File: config.mk
export PLATFORM = sky130hd
export DESIGN_NAME = thread_busy_gen
export DESIGN_NICKNAME = d
export VERILOG_FILES = /design/src/rtl/tbusy_pkg.sv /design/src/rtl/tbg_leak_ctr.sv /design/src/rtl/tbg_diff_ctr.sv /design/src/rtl/tbg_busy_dec.sv /design/src/rtl/thread_busy_gen.sv
export SDC_FILE = /design/constraint.sdc
export NUM_CORES = 1
export LEC_CHECK = 0
export BUFFER_PORTS_ARGS = -buffer_cell sky130_fd_sc_hd__buf_2
export CAP_MARGIN = 30
export CORE_AREA = 2 2 62 64
export DETAILED_ROUTE_END_ITERATION = 16
export DIE_AREA = 0 0 64 66
export GPL_TIMING_DRIVEN = 0
export PLACE_DENSITY_LB_ADDON = 0.08
export SLEW_MARGIN = 40
export SYNTH_ARGS = -nofsm -noshare
export SYNTH_HDL_FRONTEND = slang
export SYNTH_HIERARCHICAL = 1
export SYNTH_SLANG_ARGS = --single-unit
export TNS_END_PERCENT = 100
File: constraint.sdc
create_clock -name clk -period 4 [get_ports clk]
set_clock_uncertainty 0.1 [all_clocks]
set_input_delay 1 -clock clk [delete_from_list [all_inputs] [get_ports clk]]
set_output_delay 1 -clock clk [all_outputs]
set_load 0.02 [all_outputs]
File: src/rtl/tbusy_pkg.sv
package tbusy_pkg;

    localparam int OCC_W = 8;
    localparam int WGT_W = 4;

    typedef enum logic [1:0] {
        OCC_LEAKY_SLV = 2'd0,
        OCC_REQ_DATA  = 2'd1,
        OCC_REQ_RESP  = 2'd2,
        OCC_LEAKY_MST = 2'd3
    } occ_mode_e;

    typedef struct packed {
        logic req_acc;
        logic data_done;
        logic resp_done;
    } evt_t;

    function automatic logic is_slave_mode(occ_mode_e m);
        return m != OCC_LEAKY_MST;
    endfunction

endpackage

File: src/rtl/tbg_leak_ctr.sv
module tbg_leak_ctr #(
    parameter int CNT_W = 8,
    parameter int INC_W = 4
) (
    input  logic             clk,
    input  logic             rst,
    input  logic             ev_i,
    input  logic [INC_W-1:0] inc_i,
    output logic [CNT_W-1:0] cnt_o
);
    localparam int SUM_W = CNT_W + 2;
    localparam logic [CNT_W-1:0] MAX_C = '1;

    logic [CNT_W-1:0] cnt_q;
    logic [SUM_W-1:0] sum;
    logic [SUM_W-1:0] add;
    logic             neg, ovf;

    always_comb begin
        add = ev_i ? {{(SUM_W-INC_W){1'b0}}, inc_i} : '0;
        sum = {2'b00, cnt_q} + add - SUM_W'(1);
        neg = sum[SUM_W-1];
        ovf = !neg && sum[CNT_W];
    end

    always_ff @(posedge clk) begin
        if (rst)      cnt_q <= '0;
        else if (neg) cnt_q <= '0;
        else if (ovf) cnt_q <= MAX_C;
        else          cnt_q <= sum[CNT_W-1:0];
    end

    assign cnt_o = cnt_q;

    p_floor_r4: assert property (@(posedge clk) disable iff (rst)
        (cnt_q == '0 && !ev_i) |=> (cnt_q == '0));
    p_no_overflow_r5: assert property (@(posedge clk) disable iff (rst)
        (cnt_q == MAX_C && ev_i && inc_i != '0) |=> (cnt_q == MAX_C));
    p_leak_step_r2: assert property (@(posedge clk) disable iff (rst)
        (!ev_i && cnt_q != '0) |=> (cnt_q == $past(cnt_q) - 1'b1));
endmodule

File: src/rtl/tbg_diff_ctr.sv
module tbg_diff_ctr #(
    parameter int CNT_W = 8
) (
    input  logic             clk,
    input  logic             rst,
    input  logic             acc_i,
    input  logic             done_i,
    output logic [CNT_W-1:0] cnt_o
);
    localparam int SUM_W = CNT_W + 2;
    localparam logic [CNT_W-1:0] MAX_C = '1;

    logic [CNT_W-1:0] cnt_q;
    logic [SUM_W-1:0] sum;
    logic             neg, ovf;

    always_comb begin
        sum = {2'b00, cnt_q} + SUM_W'(acc_i) - SUM_W'(done_i);
        neg = sum[SUM_W-1];
        ovf = !neg && sum[CNT_W];
    end

    always_ff @(posedge clk) begin
        if (rst)      cnt_q <= '0;
        else if (neg) cnt_q <= '0;
        else if (ovf) cnt_q <= MAX_C;
        else          cnt_q <= sum[CNT_W-1:0];
    end

    assign cnt_o = cnt_q;

    p_net_zero_r10: assert property (@(posedge clk) disable iff (rst)
        (acc_i && done_i) |=> $stable(cnt_q));
    p_diff_floor_r4: assert property (@(posedge clk) disable iff (rst)
        (cnt_q == '0 && !acc_i) |=> (cnt_q == '0));
endmodule

File: src/rtl/tbg_busy_dec.sv
module tbg_busy_dec #(
    parameter int CNT_W = 8
) (
    input  logic             clk,
    input  logic             rst,
    input  logic [CNT_W-1:0] cnt_i,
    input  logic [CNT_W-1:0] hi_i,
    input  logic [CNT_W-1:0] lo_i,
    input  logic             hyst_i,
    output logic             busy_o
);
    logic busy_q, busy_d;

    always_comb begin
        if (!hyst_i)          busy_d = cnt_i > hi_i;
        else if (cnt_i > hi_i) busy_d = 1'b1;
        else if (cnt_i < lo_i) busy_d = 1'b0;
        else                   busy_d = busy_q;
    end

    always_ff @(posedge clk) begin
        if (rst) busy_q <= 1'b0;
        else     busy_q <= busy_d;
    end

    assign busy_o = busy_q;

    p_reset_r1: assert property (@(posedge clk) rst |=> !busy_q);
    p_plain_set_r2: assert property (@(posedge clk) disable iff (rst)
        (!hyst_i && cnt_i > hi_i) |=> busy_q);
    p_plain_clr_r3: assert property (@(posedge clk) disable iff (rst)
        (!hyst_i && cnt_i <= hi_i) |=> !busy_q);
    p_hyst_hold_r6: assert property (@(posedge clk) disable iff (rst)
        (hyst_i && busy_q && cnt_i >= lo_i) |=> busy_q);
endmodule

File: src/rtl/thread_busy_gen.sv
module thread_busy_gen
    import tbusy_pkg::*;
#(
    parameter int CNT_W = OCC_W,
    parameter int INC_W = WGT_W
) (
    input  logic             clk,
    input  logic             rst,
    input  logic [1:0]       mode_i,
    input  logic             req_i,
    input  logic             data_i,
    input  logic             resp_i,
    input  logic [INC_W-1:0] inc_i,
    input  logic [CNT_W-1:0] hi_thr_i,
    input  logic [CNT_W-1:0] lo_thr_i,
    output logic             busy_o
);
    occ_mode_e        mode;
    evt_t             evt;
    logic             busy;
    logic             leak_ev, diff_done;
    logic [CNT_W-1:0] leak_cnt, diff_cnt, occ;

    always_comb begin
        mode          = occ_mode_e'(mode_i);
        evt.req_acc   = req_i && !busy && is_slave_mode(mode);
        evt.data_done = data_i;
        evt.resp_done = resp_i;
        leak_ev       = (mode == OCC_LEAKY_MST) ? evt.resp_done : evt.req_acc;
        diff_done     = (mode == OCC_REQ_DATA) ? evt.data_done : evt.resp_done;
        case (mode)
            OCC_REQ_DATA, OCC_REQ_RESP: occ = diff_cnt;
            default:                    occ = leak_cnt;
        endcase
    end

    tbg_leak_ctr #(.CNT_W(CNT_W), .INC_W(INC_W)) u_leak (
        .clk(clk), .rst(rst), .ev_i(leak_ev), .inc_i(inc_i), .cnt_o(leak_cnt)
    );

    tbg_diff_ctr #(.CNT_W(CNT_W)) u_diff (
        .clk(clk), .rst(rst), .acc_i(evt.req_acc), .done_i(diff_done), .cnt_o(diff_cnt)
    );

    tbg_busy_dec #(.CNT_W(CNT_W)) u_dec (
        .clk(clk), .rst(rst), .cnt_i(occ), .hi_i(hi_thr_i), .lo_i(lo_thr_i),
        .hyst_i(mode == OCC_LEAKY_MST), .busy_o(busy)
    );

    assign busy_o = busy;

    p_gate_r9: assert property (@(posedge clk) disable iff (rst)
        (mode != OCC_LEAKY_MST && busy && req_i) |=> (leak_cnt <= $past(leak_cnt)));
endmodule

==> impl_metrics.tcl <==
set metrics [dict create \
    worst_hold_path_type "reg2reg" \
    reg2reg_slack_ns 1.04 \
    synthFlopType "dfxtp_1" \
    numCtsBuffers 3 \
    worstSetupEndpoint "u_leak/cnt_o[7]$_SDFF_PP0_" \
    cpMostUsedCell "ha_1" \
    synth_top_area_cell "ha_1" \
    fp.dieH_um 66 \
    wl_met3_um 123 \
    fin_crit_ns 3.68 \
    cp.arrival_ns 3.77 \
    rows 22 \
    cts_num_sinks 17 \
    clock_latency_ns 0.27 \
    path_cells "buf_2 -> ha_1 -> nor3b_1 -> a21o_1 -> nand2_1 -> ha_1 -> inv_1 -> ha_1 -> fa_1 -> a211oi_2 -> nor2_1 -> a211o_1 -> a311oi_1" \
    status "finished, final reports clean" \
    cts_root_buffer "clkbuf_4" \
    synth.top_cells.by_area "ha_1 (24%), dfxtp_1 (17%), inv_1 (8.3%)" \
    critical-path-top-delay-family "adder cells" \
    syn_area_mm2 0.00200 \
    yosys_warnings 6 \
    hold_start "u_dec/busy_o$_SDFFE_PP0P_" \
    core_mm2 0.00355 \
    post_cts_buffers 0 \
    swShare_pct 49.2 \
    p_clk_share_pct 4.5 \
    combPwrFrac_pct 79.6 \
    maxSlewViolCount 0 \
    globalRouteTotalUtil_pct 19.8 \
    drv_cap 0 \
    wl_met1_um 1920 \
    relSlewSlack_pct 54.1 \
    initial_core_util_pct 56.3 \
    syn_inst 232 \
    wire_per_inst_um 12.4 \
    synth-async-reset-ratio_pct 0 \
    setup_violations 0 \
    finalHoldViolations 0 \
    leakage_nw 1.13 \
    grt_setup_unrepaired "false" \
    ys_top_cells_by_count "inv_1 (44), ha_1 (39), a21oi_1 (18), dfxtp_1 (17), nand2_1 (11)" \
    cp_max_fo 4 \
    startpoint_type "primary input" \
    cts_hold_buffers 0 \
    reg2reg_depth 11 \
    setup.worst_path.class "in2reg" \
    yosysMostFrequentCell "inv_1" \
    die_w_um 64 \
    p_int_mw 0.973 \
    antenna_left 0 \
    hpwl_um 3300 \
    r2r-start "u_dec/busy_o$_SDFFE_PP0P_" \
    cp.required_ns 4.09 \
    syn_to_final_growth_pct 11.9 \
    post-route-period-util_pct 92.0 \
    drive_gt1_share_pct 21.7 \
    p_seq_share_pct 15.9 \
    power_density_mw_per_mm2 858 \
    syn_nets 300 \
    startpoint "mode_i[0]" \
    ir_worst_vdd_uv 458 \
    die_area_mm2 0.00422 \
    tightest_slew_ns 0.689 \
    vias 1657 \
    fin_util_pct 63.0 \
    crit_path_max_incr_delay_ns 0.45 \
    grt_max_degree 10 \
    yosysSeqAreaShare_pct 17.0 \
    cts_tree "built" \
    r2r_end "u_leak/cnt_o[7]$_SDFF_PP0_" \
    antenna_found_initial 0 \
    numPortBuffers 27 \
    htree_levels 1 \
    power_mw 1.92 \
    fmax_mhz 272 \
    cp.depth 13 \
    path_clk_slew_ns 0.09 \
    path_buf_inv 2 \
    cts_buffer_depth 2 \
    dr.pass1.iters 4 \
    slowest_stage "fa_1" \
    gp_congestion 0.804 \
    p_switching_mw 0.944 \
    synth_top_area_share_pct 24.4 \
    grt_overflow 0 \
    wl_um 3840 \
    routed.top_layer "met3" \
    drtIter0Drc 47 \
    drc 0 \
    design.portCount 28 \
    syn_avg_cell_area_um2 8.61 \
    netlist-cell-type-count 45 \
    avgViaCountPerCell 5.33 \
    grt_pass1_wl_um 6600 \
    antenna_cells 0 \
    grt_pass1_vias 1502 \
    wl_met2_um 1800 \
    synth-edff-count 0 \
    final_nets 332 \
    ys_ff_latch 17 \
    critPathCaptureType "flop" \
]
## flip-flops by register name, indices dropped and copies added (netlist names)
register / cells
u_diff/cnt_o: 8
u_dec/busy_o: 1
u_leak/cnt_o: 8
## cell families after synthesis
kind of cell	share of synthesized area, %
AOI/OAI and AO/OA	24.2
adders and majority gates	26.4
buffers and inverters	9.39
and+or+nand+nor	11.1
xor gates and xnor gates	3.94
muxes	7.83
DFF	17.0
## cells in the final DEF (no fill, tap or decap), drive strengths merged, types with 5 or more instances in the layout
cell,count
a211oi,7
a21o,7
a21oi,19
a221oi,6
a311oi,8
buf,31
dfxtp,17
ha,39
inv,44
mux2,10
nand2,12
nand3,5
nor2,5
o21ai,7
xor2,5
## power by group through the flow
stage                     Combinational, mW  Sequential, mW  Clock [mW]
after floorplan                        1.23           0.296           0
after global placement                 1.47           0.312           0
after detailed placement               1.49           0.313           0
after CTS                              1.50           0.308      0.0911
after global routing                   1.73           0.315       0.100
final                                  1.53           0.306      0.0855
## metrics by stage
step	area, µm²	instances	worst slack (ns)	hold slack [ns]	TNS (ns)
global placement	2190	307	-0.293	0.409	-2.02
floorplan	2000	232	0.293	0.473	0
detailed placement	2190	307	-0.254	0.418	-1.76
CTS	2220	311	0.0331	0.431	0
global route	2240	311	0.0612	0.464	0
finish	2240	311	0.321	0.421	0
## cell type report
cell class / count / area [µm²]
plain buffers: 4 / 22.5
clock buffers: 4 / 26.3
fillers: 317 / 1320
inverters: 44 / 165
multi-input cells: 167 / 1490
flip-flops and latches: 17 / 340
well taps: 48 / 60.1
repair buffers: 27 / 135
## repair_timing
item	in CTS	in global routing
setup endpoints to repair	0	8
hold endpoints to repair	0	0
gates resized for setup	0	3
## per-layer routing
| layer | GRT usage, % | vias up |
|---|---|---|
| met2 | 34.5 | 24 |
| met1 | 26.6 | 736 |
| met4 | 1.63 | 0 |
| met5 | 0 | - |
| li1 | - | 897 |
| met3 | 3.41 | 0 |
## how the worst min path moves through the flow
stage                            endpoint  slack [ns]  cells past startpoint
2_1_floorplan  u_leak/cnt_o[0]$_SDFF_PP0_        0.47                      3
3_3_place_gp    u_dec/busy_o$_SDFFE_PP0P_        0.41                      2
3_5_place_dp    u_dec/busy_o$_SDFFE_PP0P_        0.42                      2
4_1_cts         u_dec/busy_o$_SDFFE_PP0P_        0.43                      2
5_1_grt         u_dec/busy_o$_SDFFE_PP0P_        0.46                      2
6_report        u_dec/busy_o$_SDFFE_PP0P_        0.42                      2
## worst min-delay path, stage by stage, from the launching register on
cell      delay, ns
dfxtp_1        0.33
o211ai_1       0.09
a21oi_1        0.07
Power figures use the tool's default switching activity.
